===== src/rtl/shsa_pkg.sv =====
`timescale 1ns/1ps
package shsa_pkg;
  typedef enum logic [1:0] {
    PH_IDLE = 2'd0,
    PH_MUL  = 2'd1,
    PH_ADD  = 2'd2
  } phase_e;

  localparam logic [1:0] SEL_SECRET = 2'd0;
  localparam logic [1:0] SEL_COMMIT = 2'd1;
  localparam logic [1:0] SEL_CHAL   = 2'd2;
endpackage


===== src/rtl/shsa_store.sv =====
`timescale 1ns/1ps
module shsa_store #(
  parameter int DW  = 16,
  parameter int SW  = 128,
  parameter int CW  = 32,
  parameter int RW  = 160,
  parameter int AW  = 4,
  parameter int BW  = 5
) (
  input  logic          clk_i,
  input  logic          rst_ni,
  input  logic          busy_i,
  input  logic          wr_en_i,
  input  logic [1:0]    wr_sel_i,
  input  logic [AW-1:0] wr_addr_i,
  input  logic [DW-1:0] wr_data_i,
  input  logic [AW-1:0] idx_i,
  input  logic [BW-1:0] bit_idx_i,
  output logic [DW-1:0] s_word_o,
  output logic [DW-1:0] r_word_o,
  output logic          ch_bit_o
);
  import shsa_pkg::*;

  localparam int S_WORDS = SW / DW;
  localparam int R_WORDS = RW / DW;
  localparam int C_WORDS = CW / DW;

  logic [SW-1:0] s_q;
  logic [RW-1:0] r_q;
  logic [CW-1:0] c_q;
  logic          wr_ok;

  assign wr_ok = wr_en_i && !busy_i;

  always_ff @(posedge clk_i or negedge rst_ni) begin
    if (!rst_ni) begin
      s_q <= '0;
      r_q <= '0;
      c_q <= '0;
    end else if (wr_ok) begin
      case (wr_sel_i)
        SEL_SECRET: if (int'(wr_addr_i) < S_WORDS) s_q[int'(wr_addr_i)*DW +: DW] <= wr_data_i;
        SEL_COMMIT: if (int'(wr_addr_i) < R_WORDS) r_q[int'(wr_addr_i)*DW +: DW] <= wr_data_i;
        SEL_CHAL:   if (int'(wr_addr_i) < C_WORDS) c_q[int'(wr_addr_i)*DW +: DW] <= wr_data_i;
        default: ;
      endcase
    end
  end

  always_comb begin
    s_word_o = '0;
    r_word_o = '0;
    if (int'(idx_i) < S_WORDS) s_word_o = s_q[int'(idx_i)*DW +: DW];
    if (int'(idx_i) < R_WORDS) r_word_o = r_q[int'(idx_i)*DW +: DW];
    ch_bit_o = c_q[bit_idx_i];
  end

  AST_WR_BLOCKED_S: assert property (@(posedge clk_i) disable iff (!rst_ni)
    busy_i |=> $stable(s_q));
  AST_WR_BLOCKED_R: assert property (@(posedge clk_i) disable iff (!rst_ni)
    busy_i |=> $stable(r_q));
  AST_WR_BLOCKED_C: assert property (@(posedge clk_i) disable iff (!rst_ni)
    busy_i |=> $stable(c_q));
endmodule


===== src/rtl/shsa_acc.sv =====
`timescale 1ns/1ps
module shsa_acc #(
  parameter int DW      = 16,
  parameter int Y_WORDS = 11,
  parameter int AW      = 4
) (
  input  logic          clk_i,
  input  logic          rst_ni,
  input  logic          clr_i,
  input  logic          we_i,
  input  logic [AW-1:0] idx_i,
  input  logic [DW-1:0] wdata_i,
  output logic [DW-1:0] word_o,
  input  logic [AW-1:0] rd_addr_i,
  output logic [DW-1:0] rd_data_o
);
  localparam int YB = Y_WORDS * DW;

  logic [YB-1:0] acc_q;

  always_ff @(posedge clk_i or negedge rst_ni) begin
    if (!rst_ni) begin
      acc_q <= '0;
    end else if (clr_i) begin
      acc_q <= '0;
    end else if (we_i) begin
      for (int k = 0; k < Y_WORDS; k++) begin
        if (int'(idx_i) == k) acc_q[k*DW +: DW] <= wdata_i;
      end
    end
  end

  always_comb begin
    word_o    = '0;
    rd_data_o = '0;
    if (int'(idx_i) < Y_WORDS)     word_o    = acc_q[int'(idx_i)*DW +: DW];
    if (int'(rd_addr_i) < Y_WORDS) rd_data_o = acc_q[int'(rd_addr_i)*DW +: DW];
  end

  AST_CLR_ZERO: assert property (@(posedge clk_i) disable iff (!rst_ni)
    clr_i |=> (acc_q == '0));
  AST_WIDX_RANGE: assert property (@(posedge clk_i) disable iff (!rst_ni)
    we_i |-> (int'(idx_i) < Y_WORDS));
endmodule


===== src/rtl/shsa_slice_add.sv =====
`timescale 1ns/1ps
module shsa_slice_add #(
  parameter int DW      = 16,
  parameter int P_WORDS = 10,
  parameter int AW      = 4
) (
  input  logic             clk_i,
  input  logic             rst_ni,
  input  shsa_pkg::phase_e phase_i,
  input  logic             first_i,
  input  logic [AW-1:0]    word_idx_i,
  input  logic             ch_bit_i,
  input  logic [DW-1:0]    acc_word_i,
  input  logic [DW-1:0]    s_word_i,
  input  logic [DW-1:0]    r_word_i,
  output logic [DW-1:0]    sum_o
);
  import shsa_pkg::*;

  logic          carry_q, msb_q;
  logic          shift_in, cin, cout;
  logic [DW-1:0] opa, opb;
  logic [DW:0]   wide;

  always_comb begin
    shift_in = (phase_i == PH_MUL) && !first_i && msb_q;
    cin      = !first_i && carry_q;
    if (phase_i == PH_MUL) begin
      opa = {acc_word_i[DW-2:0], shift_in};
      opb = ch_bit_i ? s_word_i : '0;
    end else begin
      opa = acc_word_i;
      opb = r_word_i;
    end
    wide  = {1'b0, opa} + {1'b0, opb} + {{DW{1'b0}}, cin};
    sum_o = wide[DW-1:0];
    cout  = wide[DW];
  end

  always_ff @(posedge clk_i or negedge rst_ni) begin
    if (!rst_ni) begin
      carry_q <= 1'b0;
      msb_q   <= 1'b0;
    end else if (phase_i != PH_IDLE) begin
      carry_q <= cout;
      msb_q   <= acc_word_i[DW-1];
    end
  end

  // the product never spills past the top multiply word
  AST_NO_OVERFLOW: assert property (@(posedge clk_i) disable iff (!rst_ni)
    (phase_i == PH_MUL && int'(word_idx_i) == P_WORDS-1) |-> (!cout && !acc_word_i[DW-1]));
  AST_ADD_TOP_NO_CARRY: assert property (@(posedge clk_i) disable iff (!rst_ni)
    (phase_i == PH_ADD && int'(word_idx_i) == P_WORDS) |-> !cout);
endmodule


===== src/rtl/shsa_ctrl.sv =====
`timescale 1ns/1ps
module shsa_ctrl #(
  parameter int CW      = 32,
  parameter int P_WORDS = 10,
  parameter int Y_WORDS = 11,
  parameter int AW      = 4,
  parameter int BW      = 5
) (
  input  logic             clk_i,
  input  logic             rst_ni,
  input  logic             start_i,
  output shsa_pkg::phase_e phase_o,
  output logic [AW-1:0]    word_idx_o,
  output logic [BW-1:0]    bit_idx_o,
  output logic             first_o,
  output logic             clr_o,
  output logic             we_o,
  output logic             busy_o,
  output logic             done_o
);
  import shsa_pkg::*;

  phase_e        phase_q;
  logic [AW-1:0] word_q;
  logic [BW-1:0] bit_q;
  logic          done_q;
  logic          last_word;

  always_comb begin
    if (phase_q == PH_MUL) last_word = (word_q == AW'(P_WORDS-1));
    else                   last_word = (word_q == AW'(Y_WORDS-1));
  end

  always_ff @(posedge clk_i or negedge rst_ni) begin
    if (!rst_ni) begin
      phase_q <= PH_IDLE;
      word_q  <= '0;
      bit_q   <= '0;
      done_q  <= 1'b0;
    end else begin
      done_q <= 1'b0;
      case (phase_q)
        PH_IDLE: if (start_i) begin
          phase_q <= PH_MUL;
          word_q  <= '0;
          bit_q   <= BW'(CW-1);
        end
        PH_MUL: if (last_word) begin
          word_q <= '0;
          if (bit_q == '0) phase_q <= PH_ADD;
          else             bit_q   <= bit_q - 1'b1;
        end else begin
          word_q <= word_q + 1'b1;
        end
        PH_ADD: if (last_word) begin
          phase_q <= PH_IDLE;
          word_q  <= '0;
          done_q  <= 1'b1;
        end else begin
          word_q <= word_q + 1'b1;
        end
        default: phase_q <= PH_IDLE;
      endcase
    end
  end

  assign phase_o    = phase_q;
  assign word_idx_o = word_q;
  assign bit_idx_o  = bit_q;
  assign first_o    = (word_q == '0);
  assign clr_o      = (phase_q == PH_IDLE) && start_i;
  assign we_o       = (phase_q != PH_IDLE);
  assign busy_o     = (phase_q != PH_IDLE);
  assign done_o     = done_q;

  AST_DONE_PULSE: assert property (@(posedge clk_i) disable iff (!rst_ni)
    done_q |=> !done_q);
  AST_DONE_IDLE: assert property (@(posedge clk_i) disable iff (!rst_ni)
    done_q |-> !busy_o);
  AST_DONE_AFTER_ADD: assert property (@(posedge clk_i) disable iff (!rst_ni)
    $rose(done_q) |-> ($past(phase_q) == PH_ADD));
  AST_BUSY_FROM_START: assert property (@(posedge clk_i) disable iff (!rst_ni)
    $rose(busy_o) |-> $past(start_i));
  AST_START_IGNORED: assert property (@(posedge clk_i) disable iff (!rst_ni)
    (phase_q == PH_MUL && start_i) |=> busy_o);
  AST_MSB_FIRST: assert property (@(posedge clk_i) disable iff (!rst_ni)
    $rose(busy_o) |-> (bit_q == BW'(CW-1)));
endmodule


===== src/rtl/shsa_resp_engine.sv =====
`timescale 1ns/1ps
module shsa_resp_engine #(
  parameter int DW = 16,
  parameter int SW = 128,
  parameter int CW = 32,
  localparam int P_WORDS = (SW + CW) / DW,
  localparam int Y_WORDS = P_WORDS + 1,
  localparam int AW      = $clog2(Y_WORDS),
  localparam int BW      = $clog2(CW)
) (
  input  logic          clk_i,
  input  logic          rst_ni,
  input  logic          wr_en_i,
  input  logic [1:0]    wr_sel_i,
  input  logic [AW-1:0] wr_addr_i,
  input  logic [DW-1:0] wr_data_i,
  input  logic          start_i,
  output logic          busy_o,
  output logic          done_o,
  input  logic [AW-1:0] rd_addr_i,
  output logic [DW-1:0] rd_data_o
);
  import shsa_pkg::*;

  localparam int RW = P_WORDS * DW;

  phase_e        phase;
  logic [AW-1:0] word_idx;
  logic [BW-1:0] bit_idx;
  logic          first, clr, we, ch_bit;
  logic [DW-1:0] s_word, r_word, acc_word, sum;

  shsa_ctrl #(
    .CW(CW), .P_WORDS(P_WORDS), .Y_WORDS(Y_WORDS), .AW(AW), .BW(BW)
  ) u_ctrl (
    .clk_i      (clk_i),
    .rst_ni     (rst_ni),
    .start_i    (start_i),
    .phase_o    (phase),
    .word_idx_o (word_idx),
    .bit_idx_o  (bit_idx),
    .first_o    (first),
    .clr_o      (clr),
    .we_o       (we),
    .busy_o     (busy_o),
    .done_o     (done_o)
  );

  shsa_store #(
    .DW(DW), .SW(SW), .CW(CW), .RW(RW), .AW(AW), .BW(BW)
  ) u_store (
    .clk_i     (clk_i),
    .rst_ni    (rst_ni),
    .busy_i    (busy_o),
    .wr_en_i   (wr_en_i),
    .wr_sel_i  (wr_sel_i),
    .wr_addr_i (wr_addr_i),
    .wr_data_i (wr_data_i),
    .idx_i     (word_idx),
    .bit_idx_i (bit_idx),
    .s_word_o  (s_word),
    .r_word_o  (r_word),
    .ch_bit_o  (ch_bit)
  );

  shsa_acc #(
    .DW(DW), .Y_WORDS(Y_WORDS), .AW(AW)
  ) u_acc (
    .clk_i     (clk_i),
    .rst_ni    (rst_ni),
    .clr_i     (clr),
    .we_i      (we),
    .idx_i     (word_idx),
    .wdata_i   (sum),
    .word_o    (acc_word),
    .rd_addr_i (rd_addr_i),
    .rd_data_o (rd_data_o)
  );

  shsa_slice_add #(
    .DW(DW), .P_WORDS(P_WORDS), .AW(AW)
  ) u_add (
    .clk_i      (clk_i),
    .rst_ni     (rst_ni),
    .phase_i    (phase),
    .first_i    (first),
    .word_idx_i (word_idx),
    .ch_bit_i   (ch_bit),
    .acc_word_i (acc_word),
    .s_word_i   (s_word),
    .r_word_i   (r_word),
    .sum_o      (sum)
  );

  AST_BUSY_DONE_EXCL: assert property (@(posedge clk_i) disable iff (!rst_ni)
    !(busy_o && done_o));
endmodule


===== config.mk =====
export PLATFORM = sky130hd
export DESIGN_NAME = shsa_resp_engine
export DESIGN_NICKNAME = d
export VERILOG_FILES = /design/src/rtl/shsa_pkg.sv /design/src/rtl/shsa_store.sv /design/src/rtl/shsa_acc.sv /design/src/rtl/shsa_slice_add.sv /design/src/rtl/shsa_ctrl.sv /design/src/rtl/shsa_resp_engine.sv
export SDC_FILE = /design/constraint.sdc
export NUM_CORES = 1
export LEC_CHECK = 0
export ABC_CLOCK_PERIOD_IN_PS = 4990
export CAP_MARGIN = 30
export CORE_UTILIZATION = 55
export CTS_CLUSTER_DIAMETER = 50
export DETAILED_ROUTE_END_ITERATION = 10
export DONT_BUFFER_PORTS = 1
export PLACE_DENSITY = 0.78
export SKIP_CTS_REPAIR_TIMING = 1
export SYNTH_ARGS = -nofsm -noshare
export SYNTH_HDL_FRONTEND = slang
export SYNTH_HIERARCHICAL = 1
export SYNTH_SLANG_ARGS = --single-unit

===== constraint.sdc =====
create_clock -name clk_i -period 4.99 [get_ports clk_i]
set_input_delay 0.998 -clock clk_i [delete_from_list [all_inputs] [get_ports clk_i]]
set_output_delay 0.998 -clock clk_i [all_outputs]
set_load 0.01 [all_outputs]

==> summary.txt <==
Status
  – Outcome: completed

STA
  – Post-layout min period: 4.67 ns
  – Setup violations, final: 0
  – Hold Vio Cnt, Final: 0
  – Fmax: 0.214 GHz
  – RSZ-0062 raised after global routing: no
  – Worst slew pin tran: 1.36 ns
  – Worst slew margin: 9.22%
  – Slew Limit Fails: 0
  – Clk_skew: 0.0260 ns
  – Period utilisation layout: 93.5%
  – TNS Setup: 0 ns

Detailed routing
  – Top routing layer in use: met5
  – ANT nets after route: 0
  – Final wirelength: 87400 microns
  – TritonRoute pass-1 iters: 6
  – Drt first-iter violations: 3058
  – Met1 Wirelength: 31500 microns
  – DRC: 0
  – Met2 wire len: 40800 microns
  – Met3 WL post-DR: 9650 microns
  – Detailed-route via count: 23626
  – Routed vias/inst: 6.98
  – Routed len/inst: 25.8 microns

Power
  – Combinational power share: 39.1%
  – Clock group share of total power: 27.5%
  – Sw Ratio: 39.8%
  – PwrDens: 500 mW/mm^2
  – Psw: 6120 uW
  – Cell Int Power: 9250 uW
  – Leak Pwr: 0.0132 uW
  – Maximum VDD drop: 0.312 mV
  – Pwr Total: 15400 uW
  – Flop pwr share: 33.4%

Setup path
  – CP bufs+invs: 2
  – Crit path max fanout: 23
  – Critical setup path kind: reg -> reg
  – Startpoint Class: flip-flop
  – Top delay family on crit path: compound AO/OA/AOI/OAI gates
  – Crit path required time: 5.53 ns
  – Setup crit end kind: flip-flop
  – Crit path DAT: 5.21 ns
  – CP peak stage delay: 0.71 ns
  – Slowest cell on crit path: xnor2_1
  – Critical path cell sequence: buf_12, buf_12, mux4_2, nand2_1, o211ai_1, mux2_2, ha_1, nand3_1, a2bb2oi_1, a211oi_2, nor2_1, xnor2_1, nand3_1, a21oi_1

Hold path
  – Hold Path Class: in -> async

Place
  – Placed cell area: 0.0288 sq mm
  – GP Congestion: 0.915
  – DP Cell Count: 3279
  – HPWL after DPL: 53100 microns
  – Port Buf Inserts: 0

Synthesis
  – Share of Yosys cell area claimed by the top area cell type: 44.9%
  – Post-synth cell types: 79
  – Syn Nets: 2874
  – Number of synthesized flops with an enable pin: 0
  – Syn. warnings: 6
  – Post-synth top area cell: dfrtp_1
  – Post-synth ARST share: 100%
  – Main area contributors after synthesis: dfrtp_1 (45%), mux4_2 (8.7%), mux2_2 (6.1%)
  – Top FF cell, synth: dfrtp_1
  – Cells after synthesis: 2817
  – Syn avg cell area: 10.1 sq um
  – Seq/Total Area, Yosys: 44.9%
  – Register bit total from synthesis: 510
  – Post-Syn Area: 0.0284 sq mm

Cells and area
  – Multi-input gate area: 0.0142 sq mm
  – Share of cells above drive strength 1: 18.2%
  – Filler cells: 3976
  – Design Area, Final: 0.0308 sq mm
  – Layout area overhead: 8.30%
  – Register Area: 0.0128 sq mm
  – Util after Layout: 60.8%
  – Fin cells: 3386
  – Final Net Count: 2726

Global routing
  – Number of global-route vias before repair: 23964
  – First-pass GRT wire length: 137000 microns
  – Aggregate global-route resource usage: 33.4%
  – Largest net degree at the start of global routing: 511
  – Initial antenna violation count: 3
  – GRT Residual Overflow: 0

Clocking
  – CTS tree: done
  – Worst skew pair latency: 0.64 ns
  – CTS H-tree lvls: 2
  – TritonCTS buffer count: 56
  – Clock-pin slew of the registers on the worst-case setup and hold paths: 0.06 ns
  – Clk buf depth: 3
  – Clock sink total: 510
  – CTS Root Cell: clkbuf_16

Die
  – I/O pin total: 48
  – # rows: 82
  – Die area: 0.0525 sq mm
  – Height of the chip: 229 microns
  – Placeable Area: 0.0506 sq mm
  – Initial Util: 56.1%
  – Die width: 229 microns

Job
  – Max-Cap Viols: 0
## power groups by stage
stage,combinational (uW),sequential [uW],clock [uW]
after floorplan,4330,4930,0
after global placement,5540,5140,0
after detailed placement,5730,5180,0
after CTS,5770,5110,4270
after global routing,6290,5190,4430
final,6020,5130,4220
## sequential cells by signal, indices dropped and copies added, names as in the netlist
name / flops
u_acc/acc_q: 176
u_add/carry_q: 1
u_add/msb_q: 1
u_ctrl/bit_idx_o: 5
u_ctrl/done_o: 1
u_ctrl/phase_o: 2
u_ctrl/word_idx_o: 4
u_store/c_q: 32
u_store/r_q: 160
u_store/s_q: 128
## cell families after synthesis
logic type,synth area share (%)
compound gates,15.4
mux,19.4
xor+xnor,0.436
fa+ha+maj,1.24
flops,44.9
buf+inv,5.45
simple gates,13.2
## cell usage after synthesis (39+ instances only)
master	n
nand3_1	227
mux4_2	110
mux2_2	153
inv_1	39
dfrtp_1	510
a21oi_1	213
mux2i_1	114
nand2_1	345
buf_2	66
o21ai_0	329
clkbuf_1	181
nor2_1	97
## through the flow
step	hold slack [ns]	setup WS, ns
final	0.124	0.323
after global routing	0.104	0.0958
after CTS	0.109	0.226
after detailed placement	0.459	0.283
after global placement	0.451	0.472
after floorplan	0.438	0.578
## routing by layer
metal / track usage (%) / vias up
met2: 52.9 / 1590
met1: 41.4 / 11743
met4: 20.2 / 2
met5: 0 / -
li1: - / 9898
met3: 8.13 / 393
## worst reg2reg max path, cell delays in order, from the launching register on
cell       delay (ns)
dfrtp_4          0.69
buf_12           0.22
buf_12           0.22
mux4_2           0.54
nand2_1          0.09
o211ai_1         0.22
mux2_2           0.34
ha_1             0.39
nand3_1          0.16
a2bb2oi_1        0.20
a211oi_2         0.32
nor2_1           0.12
xnor2_1          0.71
nand3_1          0.17
a21oi_1          0.19
## cell type report
cell class / count / area share, %
multi-input cells: 1966 / 46.0
well taps: 672 / 2.73
repair buffers: 96 / 3.12
diodes: 2 / 0.0163
clock buffers: 79 / 5.23
flip-flops and latches: 510 / 41.5
inverters: 39 / 0.476
clock inverters: 22 / 0.867
## path summary, 6_finish.rpt
check | from | endpoint | slack, ns | cells after the start
worst max-delay path | u_ctrl/word_idx_o[0] | u_acc/acc_q[12] | 0.32 | 14
worst min-delay path | rst_ni | u_acc/acc_q[18] | 0.12 | 0
worst max register to register | u_ctrl/word_idx_o[0] | u_acc/acc_q[12] | 0.32 | 14
worst min register to register | u_store/s_q[43] | u_store/s_q[43] | 0.47 | 2
max in group asynchronous | rst_ni | u_ctrl/word_idx_o[0] | 3.65 | 0
min in group clk_i | u_store/s_q[43] | u_store/s_q[43] | 0.47 | 2
## layout by cell type, fill, tap and decap left out, drive strengths merged, types with 13 or more instances in the layout
master	instances
a21oi	213
a221oi	18
a22o	16
a2bb2oi	19
buf	96
clkbuf	79
clkinv	13
dfrtp	510
ha	25
inv	42
mux2	163
mux2i	114
mux4	112
nand2	346
nand2b	31
nand3	227
nor2	99
nor2b	30
o211ai	23
o21ai	333
o2bb2ai	18
o31ai	33
o41ai	34
Note: power is estimated with default switching activity, not from simulation.
